==> src/rtl/irq_agg_pkg.sv <==
package irq_agg_pkg;
   localparam int ADDR_W   = 4;
   localparam int HI_OFF   = 16;  // second per-queue field in a secondary register
   localparam int HOST_OFF = 16;
   localparam int BCN_OFF  = 20;
   localparam int N_HOST   = 3;
   localparam int N_BCN    = 6;
   localparam int N_SMASK  = N_HOST + N_BCN;
   localparam int N_SUM    = 10;  // summary bits at the bottom of the primary register
   localparam int N_QGRP   = 8;   // per-queue groups
   localparam int N_SEC    = 5;

   typedef enum logic [ADDR_W-1:0] {
      A_PRIM  = 4'd0,
      A_SEC0  = 4'd1,
      A_SEC1  = 4'd2,
      A_SEC2  = 4'd3,
      A_SEC3  = 4'd4,
      A_SEC4  = 4'd5,
      A_PMASK = 4'd6,
      A_SMASK = 4'd7,
      A_GEN   = 4'd8
   } reg_addr_e;

   localparam int P_TXOK = 0, P_TXDESC = 1, P_TXERR = 2, P_EOL = 3, P_URN = 4,
                  P_HOST = 5, P_BCN = 6, P_CBRO = 7, P_CBRU = 8, P_QTRIG = 9;

   // primary position of per-queue group g (0..7)
   function automatic int grp_pos(input int g);
      return (g < 5) ? g : g + 2;
   endfunction
endpackage

==> src/rtl/irq_sticky_reg.sv <==
module irq_sticky_reg #(
   parameter int W = 32
) (
   input  logic         clk,
   input  logic         rst_n,
   input  logic [W-1:0] set,
   input  logic [W-1:0] clr,
   output logic [W-1:0] q
);
   // set dominates a simultaneous clear
   always_ff @(posedge clk or negedge rst_n) begin
      if (!rst_n) q <= '0;
      else        q <= (q & ~clr) | set;
   end
endmodule

==> src/rtl/irq_clear_map.sv <==
module irq_clear_map
   import irq_agg_pkg::*;
#(
   parameter int NQ = 10,
   parameter int DW = 32,
   parameter int ND = 6
) (
   input  logic                     wr_en,
   input  logic [ADDR_W-1:0]        addr,
   input  logic [DW-1:0]            wdata,
   output logic [N_SEC-1:0][DW-1:0] sec_clr,
   output logic [ND-1:0]            dir_clr
);
   always_comb begin
      sec_clr = '0;
      dir_clr = '0;
      if (wr_en) begin
         for (int k = 0; k < N_SEC; k++)
            if (addr == ADDR_W'(k + 1)) sec_clr[k] = wdata;
         if (addr == A_PRIM) begin
            if (wdata[P_TXOK])   sec_clr[0][0      +: NQ] = '1;
            if (wdata[P_TXDESC]) sec_clr[0][HI_OFF +: NQ] = '1;
            if (wdata[P_TXERR])  sec_clr[1][0      +: NQ] = '1;
            if (wdata[P_EOL])    sec_clr[1][HI_OFF +: NQ] = '1;
            if (wdata[P_URN])    sec_clr[2][0      +: NQ] = '1;
            if (wdata[P_HOST])   sec_clr[2][HOST_OFF +: N_HOST] = '1;
            if (wdata[P_BCN])    sec_clr[2][BCN_OFF  +: N_BCN]  = '1;
            if (wdata[P_CBRO])   sec_clr[3][0      +: NQ] = '1;
            if (wdata[P_CBRU])   sec_clr[3][HI_OFF +: NQ] = '1;
            if (wdata[P_QTRIG])  sec_clr[4][0      +: NQ] = '1;
            dir_clr = wdata[N_SUM +: ND];
         end
      end
   end
endmodule

==> src/rtl/irq_summary.sv <==
module irq_summary
   import irq_agg_pkg::*;
#(
   parameter int NQ = 10,
   parameter int ND = 6,
   parameter int PW = N_SUM + ND
) (
   input  logic [N_QGRP-1:0][NQ-1:0] qfld,
   input  logic [N_HOST-1:0]         host_q,
   input  logic [N_BCN-1:0]          bcn_q,
   input  logic [N_SMASK-1:0]        smask,
   input  logic [ND-1:0]             dir_q,
   output logic [PW-1:0]             prim
);
   for (genvar g = 0; g < N_QGRP; g++) begin : g_qsum
      assign prim[grp_pos(g)] = |qfld[g];
   end
   assign prim[P_HOST]       = |(host_q & smask[0 +: N_HOST]);
   assign prim[P_BCN]        = |(bcn_q  & smask[N_HOST +: N_BCN]);
   assign prim[N_SUM +: ND]  = dir_q;
endmodule

==> src/rtl/irq_aggregator.sv <==
module irq_aggregator
   import irq_agg_pkg::*;
#(
   parameter int NQ = 10,
   parameter int DW = 32,
   parameter int ND = 6
) (
   input  logic              clk,
   input  logic              rst_n,
   input  logic              wr_en,
   input  logic [ADDR_W-1:0] addr,
   input  logic [DW-1:0]     wdata,
   output logic [DW-1:0]     rdata,
   input  logic [NQ-1:0]     ev_txok,
   input  logic [NQ-1:0]     ev_txdesc,
   input  logic [NQ-1:0]     ev_txerr,
   input  logic [NQ-1:0]     ev_eol,
   input  logic [NQ-1:0]     ev_urn,
   input  logic [NQ-1:0]     ev_cbro,
   input  logic [NQ-1:0]     ev_cbru,
   input  logic [NQ-1:0]     ev_qtrig,
   input  logic [N_HOST-1:0] ev_host,
   input  logic [N_BCN-1:0]  ev_bcn,
   input  logic [ND-1:0]     ev_direct,
   output logic              irq
);
   localparam int PW = N_SUM + ND;

   if (NQ < 1 || NQ > HI_OFF) begin : g_bad_nq
      $error("NQ must lie in 1..16");
   end
   if (DW < HI_OFF + NQ || DW < BCN_OFF + N_BCN || DW < PW) begin : g_bad_dw
      $error("DW too narrow for the register layout");
   end

   logic [N_SEC-1:0][DW-1:0] sec_set, sec_clr, sec_q;
   logic [ND-1:0]            dir_clr, dir_q;
   logic [N_QGRP-1:0][NQ-1:0] qfld;
   logic [PW-1:0]            prim, pmask_q;
   logic [N_SMASK-1:0]       smask_q;
   logic                     gen_q;

   always_comb begin
      sec_set = '0;
      sec_set[0][0 +: NQ]             = ev_txok;
      sec_set[0][HI_OFF +: NQ]        = ev_txdesc;
      sec_set[1][0 +: NQ]             = ev_txerr;
      sec_set[1][HI_OFF +: NQ]        = ev_eol;
      sec_set[2][0 +: NQ]             = ev_urn;
      sec_set[2][HOST_OFF +: N_HOST]  = ev_host;
      sec_set[2][BCN_OFF +: N_BCN]    = ev_bcn;
      sec_set[3][0 +: NQ]             = ev_cbro;
      sec_set[3][HI_OFF +: NQ]        = ev_cbru;
      sec_set[4][0 +: NQ]             = ev_qtrig;
   end

   irq_clear_map #(.NQ(NQ), .DW(DW), .ND(ND)) u_clr (
      .wr_en(wr_en), .addr(addr), .wdata(wdata),
      .sec_clr(sec_clr), .dir_clr(dir_clr)
   );

   for (genvar k = 0; k < N_SEC; k++) begin : g_sec
      irq_sticky_reg #(.W(DW)) u_bank (
         .clk(clk), .rst_n(rst_n),
         .set(sec_set[k]), .clr(sec_clr[k]), .q(sec_q[k])
      );
   end

   irq_sticky_reg #(.W(ND)) u_dir (
      .clk(clk), .rst_n(rst_n), .set(ev_direct), .clr(dir_clr), .q(dir_q)
   );

   assign qfld[0] = sec_q[0][0 +: NQ];
   assign qfld[1] = sec_q[0][HI_OFF +: NQ];
   assign qfld[2] = sec_q[1][0 +: NQ];
   assign qfld[3] = sec_q[1][HI_OFF +: NQ];
   assign qfld[4] = sec_q[2][0 +: NQ];
   assign qfld[5] = sec_q[3][0 +: NQ];
   assign qfld[6] = sec_q[3][HI_OFF +: NQ];
   assign qfld[7] = sec_q[4][0 +: NQ];

   irq_summary #(.NQ(NQ), .ND(ND), .PW(PW)) u_sum (
      .qfld(qfld),
      .host_q(sec_q[2][HOST_OFF +: N_HOST]),
      .bcn_q(sec_q[2][BCN_OFF +: N_BCN]),
      .smask(smask_q), .dir_q(dir_q), .prim(prim)
   );

   always_ff @(posedge clk or negedge rst_n) begin
      if (!rst_n) begin
         pmask_q <= '0;
         smask_q <= '0;
         gen_q   <= 1'b0;
      end else if (wr_en) begin
         if (addr == A_PMASK) pmask_q <= wdata[PW-1:0];
         if (addr == A_SMASK) smask_q <= wdata[N_SMASK-1:0];
         if (addr == A_GEN)   gen_q   <= wdata[0];
      end
   end

   always_comb begin
      case (addr)
         A_PRIM:  rdata = DW'(prim);
         A_SEC0:  rdata = sec_q[0];
         A_SEC1:  rdata = sec_q[1];
         A_SEC2:  rdata = sec_q[2];
         A_SEC3:  rdata = sec_q[3];
         A_SEC4:  rdata = sec_q[4];
         A_PMASK: rdata = DW'(pmask_q);
         A_SMASK: rdata = DW'(smask_q);
         A_GEN:   rdata = DW'(gen_q);
         default: rdata = '0;
      endcase
   end

   assign irq = gen_q & (|(prim & pmask_q));
endmodule

==> config.mk <==
export PLATFORM = sky130hd
export DESIGN_NAME = irq_aggregator
export DESIGN_NICKNAME = d
export VERILOG_FILES = /design/src/rtl/irq_agg_pkg.sv /design/src/rtl/irq_sticky_reg.sv /design/src/rtl/irq_clear_map.sv /design/src/rtl/irq_summary.sv /design/src/rtl/irq_aggregator.sv
export SDC_FILE = /design/constraint.sdc
export NUM_CORES = 1
export LEC_CHECK = 0
export BUFFER_PORTS_ARGS = -buffer_cell sky130_fd_sc_hd__buf_2
export CORE_ASPECT_RATIO = 0.7
export CORE_MARGIN = 1.5
export CORE_UTILIZATION = 55
export CTS_CLUSTER_SIZE = 8
export DETAILED_ROUTE_END_ITERATION = 6
export MAX_ROUTING_LAYER = met4
export PLACE_DENSITY_LB_ADDON = 0.2
export SLEW_MARGIN = 20
export SYNTH_ARGS = -nofsm -noshare
export SYNTH_HDL_FRONTEND = slang
export SYNTH_HIERARCHICAL = 1
export SYNTH_SLANG_ARGS = --single-unit
==> constraint.sdc <==
create_clock -name clk -period 4.68 [get_ports clk]
set_input_delay 0.702 -clock clk [delete_from_list [all_inputs] [get_ports clk]]
set_output_delay 0.702 -clock clk [all_outputs]
set_load 0.02 [all_outputs]
==> results of run 1 <==
==> routing by layer <==
metal / vias to the layer above / global-route usage
met2: 578 / 0.492
met1: 4382 / 0.526
met3: 48 / 0.0841
li1: 3978 / -
met4: 0 / 0.115
met5: - / -
==> state kept, by name, summed over array words and instances (netlist names) <==
name	cells
g_sec.u_bank/q	160
gen_q	1
pmask_q	16
smask_q	9
u_dir/q	6
==> area by class of cell <==
type / count / area, µm²
clock buffer: 19 / 453
clock inverter: 13 / 129
fill: 1498 / 6250
inverter: 168 / 631
multi-input combinational: 673 / 4410
sequential: 192 / 4800
tap: 236 / 295
timing repair buffer: 183 / 980
==> power breakdown <==
group | internal [mW] | switching [mW] | leakage (nW)
clock network | 0.774 | 0.679 | 0.286
registers | 1.74 | 0.0850 | 1.80
logic | 0.218 | 0.319 | 2.36
total | 2.73 | 1.08 | 4.45
==> critical path: cells and delay by family <==
kind	cells	cell delay [ns]
buffers and inverters	3	1.12
and+or+nand+nor	2	0.75
AOI/OAI and AO/OA	2	0.27
==> final timing paths <==
check,slack [ns],cells after the start,to,start
max,1.11,7,rdata[7],addr[1]
min,0.35,1,g_sec[3].u_bank/q[2]$_DFF_PN0_,rst_n
max reg2reg,3.84,1,pmask_q[8]$_DFFE_PN0P_,pmask_q[8]$_DFFE_PN0P_
min reg2reg,0.48,1,g_sec[1].u_bank/q[13]$_DFF_PN0_,g_sec[1].u_bank/q[13]$_DFF_PN0_
max in group asynchronous,3.37,2,g_sec[4].u_bank/q[26]$_DFF_PN0_,rst_n
min in group clk,0.44,2,g_sec[3].u_bank/q[4]$_DFF_PN0_,ev_cbro[4]
==> cell families after synthesis <==
group / count (synthesis) / synth area share
AO/OA/AOI/OAI: 352 / 0.260
flip-flops: 192 / 0.479
other: 1 / 0.000374
multiplexers: 33 / 0.0402
AND/OR/NAND/NOR: 217 / 0.111
buffers and inverters: 240 / 0.109
==> synth_stat cells (2+ instances only) <==
cell type,count,area (µm²)
a21o_1,166,1250
a21oi_1,5,25.0
a221oi_1,4,35.0
a222oi_1,30,300
a22o_1,7,61.3
a22oi_1,48,360
a31oi_1,2,12.5
buf_1,2,7.51
buf_2,19,95.1
buf_4,8,60.1
buf_6,18,203
clkbuf_1,24,90.1
dfrtp_1,192,4800
inv_1,168,631
mux2_2,18,203
mux2_4,10,150
mux2i_1,5,50.1
nand2_1,54,203
nand2b_1,2,12.5
nand3_1,26,130
nand4bb_1,2,22.5
nor2_1,89,334
nor2b_1,2,12.5
nor3b_1,3,22.5
nor4_1,18,113
nor4b_4,2,47.6
o211ai_1,2,15.0
o22ai_1,84,526
or3b_2,2,17.5
or4b_1,3,30.0
==> per-stage QoR <==
stage	hold WS (ns)	utilization	power [mW]	area, µm²	worst slack, ns
after floorplan	0.406	-	2.14	10300	2.19
after global placement	0.460	0.619	2.37	11100	1.24
after detailed placement	0.467	0.619	2.38	11100	1.23
after CTS	0.418	0.652	3.82	11700	1.21
after global routing	0.430	0.652	3.94	11700	1.07
final	0.348	0.652	3.81	11700	1.11
==> results.toml, run 1 <==
[cts]
cts_max_path_buffers = 2
hold_buffers = 0
post_cts_buffers = 0
clk-insertion-delay-late_ns = 0.43
clockRootBuffer = "clkbuf_16"
cts_tree = "yes"
cts_buffers = 17
cts_resized = 0
clock-sinks = 192
htree_levels = 4
clkTransAtPathRegs_ns = 0.07

[global_route]
grt_antenna_before_repair = 0
grt_pass1_vias = 8458
track_usage = 0.360
grt_max_degree = 109
overflow = 0
grt_pass1_wl_um = 48900

[timing]
max_freq_mhz = 280
timing.final.hold_violations = 0
tns_ns = 0
tightest_slew_ns = 1.04
slew_headroom = 0.306
skew_ns = 0
period_minus_slack_ns = 3.57
fin_crit_sh = 0.764
slew_violations = 0
setup_viol = 0
rsz0062_at_grt = "false"

[finish]
final_common_cell = "dfrtp_1"
diodes = 0
nNetsFinal = 1369
areaGrowthSynthToFinish_pct = 16.7
most-common-layout-cells = "dfrtp_1 (192), inv_1 (168), a21o_1 (166)"
layout-drive-gt1-share = 0.209
final-instance-count-excl-fill = 1484

[yosys]
synth.avg_cell_area_um2 = 9.68
synth.distinct_cells = 50
synth-warning-count = 6
synth_edf_count = 0
syn-cell-area_um2 = 10000
ys_seq_area_frac = 0.479
syn-instance-count = 1035
synthArstFlopShare = 1.00
yosys_register_bits = 192
synthFlopType = "dfrtp_1"

[floorplan]
start_util = 0.558
dieWidth_um = 164
ios = 167
dieArea_um2 = 19100
die_h_um = 116
rows = 41
coreArea_um2 = 18000

[routing]
wl_met1_um = 13800
wl_met3_um = 4050
wl_met2_um = 13600
wl_per_cell_um = 21.6
totalWireLength_um = 32000
antenna_left = 0
dr.pass1.iters = 7
num_vias = 8986
routed_via_density = 6.06
top_layer = "met4"
drc = 19
drtIter0Drc = 1130

[power]
p_leak_nw = 4.45
power_density_nw_per_um2 = 326
ir_drop_mv = 0.271

[worst_setup_path]
critPathMaxStageDelay_ns = 0.61
critPathKind = "in2out"
worst_ep_required_time_ns = 3.98
cp_cell_sequence = "buf_2, nand2_1, nor3_2, buf_4, a22oi_1, o211ai_1, buf_2"
start_kind = "input pin"
path_common_cell = "buf_2"
cp_slowest_cell = "nor3_2"
cp-end-kind = "output port"
crit_fanout = 28
worstPathArrival_ns = 2.87

[status]
outcome = "finished, violations left"
violations = "DRC"

[worst_hold_path]
hold_path.class = "in2async"

[placed_design]
dp_hpwl_um = 22500
port_buffers = 166
placed_cells = 1452
gp_congestion = 0.981

[run]
cap_violations = 0
Power figures use the tool's default switching activity.
==> run 2: changes to the inputs <==
- ABC_AREA: default -> 1
- clock period: 4.68 -> 3.55 ns (I/O delays scaled with it)
==> run 2 against run 1 <==
Against the previous run: the run now ends clean; highest routed layer unchanged; via count rose by 23%; design area increased by 11%; total power up 31%; non-clock buffer count is 10 higher; utilization rose by 0.90 points; critical path depth is 3 higher.
==> results.toml, run 2 <==
[timing]
slew_headroom = 0.346
slew_violations = 0
timing.final.hold_violations = 0
tns_ns = 0
skew_ns = 0
period_minus_slack_ns = 2.77
setup_viol = 0
whs_ns = 0.165
fin_crit_sh = 0.780
tightest_slew_ns = 0.978
rsz0062_at_grt = "false"
max_freq_mhz = 361

[finish]
nNetsFinal = 2096
most-common-layout-cells = "nand2_1 (682), inv_1 (380), dfrtp_1 (192)"
areaGrowthSynthToFinish_pct = 17.9
largest_reg_flops = 160
final-instance-count-excl-fill = 2246
fillCellCount = 1845
top_regs = "g_sec.u_bank/q (160), pmask_q (16), smask_q (9)"
layout-drive-gt1-share = 0.125
regMostFlops = "g_sec.u_bank/q"
final_common_cell = "nand2_1"
fin_area_um2 = 13000

[placed_design]
gp_congestion = 0.972
port_buffers = 166
placed_cells = 2213
place_area_um2 = 12500
dp_hpwl_um = 25800

[worst_hold_path]
hold_path.class = "in2async"

[power]
p_sw_mw = 1.49
combPwrFrac = 0.151
clockPowerShare = 0.376
switching_share = 0.298
power.total_mw = 5.01
p_leak_nw = 6.94
ir_drop_mv = 0.354
internal-power_mw = 3.52
power_density_nw_per_um2 = 384
p_seq_frac = 0.473

[cts]
clk-insertion-delay-late_ns = 0.43
cts_tree = "yes"
cts_max_path_buffers = 2
cts_resized = 0
hold_buffers = 0
clockRootBuffer = "clkbuf_16"
clock-sinks = 192
cts_buffers = 17
htree_levels = 4
post_cts_buffers = 0
clkTransAtPathRegs_ns = 0.07

[yosys]
yosys-top-cells-area = "dfrtp_1 (43%), nand2_1 (23%), inv_1 (13%)"
netlist_top_cells_count = "nand2_1 (683), inv_1 (380), dfrtp_1 (192), nor2_1 (188), o21ai_0 (94)"
yosysTopAreaCell = "dfrtp_1"
synth-warning-count = 6
synth_most_common_cell = "nand2_1"
synthArstFlopShare = 1.00
syn-cell-area_um2 = 11100
yosys_register_bits = 192
synth.avg_cell_area_um2 = 6.39
synth_edf_count = 0
synth.distinct_cells = 24
synthFlopType = "dfrtp_1"
ys_seq_area_frac = 0.434
synth_top_area_share = 0.434
syn-instance-count = 1733

[floorplan]
dieWidth_um = 173
rows = 43
die_h_um = 122
start_util = 0.561
coreArea_um2 = 19700
ios = 167
dieArea_um2 = 21000

[worst_setup_path]
critPathKind = "reg2out"
r2r_cells = 2
r2r_start = "g_sec[1].u_bank/q[5]$_DFF_PN0_"
worst_ep_required_time_ns = 3.02
crit_fanout = 3
worstPathArrival_ns = 2.24
cp-end-kind = "output port"
reg2reg_slack_ns = 2.79
r2r_end = "g_sec[1].u_bank/q[5]$_DFF_PN0_"
start_kind = "flip-flop"

[global_route]
track_usage = 0.363
overflow = 0
grt_pass1_vias = 10300
grt_antenna_before_repair = 1
grt_pass1_wl_um = 55600
grt_max_degree = 103

[routing]
drc = 0
totalWireLength_um = 35700
routed_via_density = 4.91
antenna_left = 0
dr.pass1.iters = 5
drtIter0Drc = 1355
wl_per_cell_um = 15.9
num_vias = 11000

[status]
outcome = "finished, final reports clean"

[run]
cap_violations = 0
==> run 2: cell type report <==
cell class | count | area [µm²] | area share
sequential | 192 | 4800 | 0.368
clock inverter | 12 | 111 | 0.00854
clock buffer | 20 | 447 | 0.0342
multi-input combinational | 1174 | 4810 | 0.369
timing repair buffer | 193 | 1090 | 0.0837
antenna | 1 | 2.50 | 0.000192
tap | 270 | 338 | 0.0259
inverter | 384 | 1440 | 0.110
==> run 2: kinds of logic (layout without fill, tap and decap cells) <==
group	count (synthesis)	in the layout	synth area share
other cells	1	72	0.000339
simple gates	989	989	0.357
flops	192	192	0.434
buf+inv	437	609	0.157
compound gates	114	114	0.0515
==> run 2: metrics by stage <==
step | util | worst slack, ns
after global placement | 0.632 | 0.922
after floorplan | - | 1.53
after detailed placement | 0.632 | 0.876
after global routing | 0.661 | 0.724
after CTS | 0.661 | 0.845
final | 0.661 | 0.781
==> run 2: worst max path at each step <==
stage,start,to
floorplan,addr[3],rdata[19]
global placement,addr[0],rdata[11]
detailed placement,addr[0],rdata[10]
CTS,g_sec[3].u_bank/q[0]$_DFF_PN0_,irq
global route,g_sec[3].u_bank/q[0]$_DFF_PN0_,irq
finish,g_sec[3].u_bank/q[0]$_DFF_PN0_,irq
==> run 2: power by group through the flow <==
| stage | Clock [mW] | Sequential [mW] | Combinational (mW) |
|---|---|---|---|
| after floorplan | 0 | 2.38 | 0.426 |
| after global placement | 0 | 2.40 | 0.726 |
| after detailed placement | 0 | 2.41 | 0.735 |
| after CTS | 1.91 | 2.36 | 0.742 |
| after global routing | 2.01 | 2.38 | 0.847 |
| final | 1.88 | 2.37 | 0.754 |
==> run 2: worst max-delay path, cell delays in order (launching register included) <==
cell,delay (ns)
dfrtp_1,0.48
or2_0,0.24
nor2_1,0.26
nand2_1,0.12
nand2_1,0.11
nand2_1,0.07
nor2_1,0.13
nand2_1,0.07
nor2_1,0.08
nor2_1,0.07
buf_2,0.16
==> run 2: routing by layer <==
layer,part of all wire,up-vias,global-route usage
met4,0.016,0,0.0861
met5,0,-,-
met1,0.45,5026,0.505
li1,-,5408,-
met3,0.12,51,0.115
met2,0.42,537,0.513
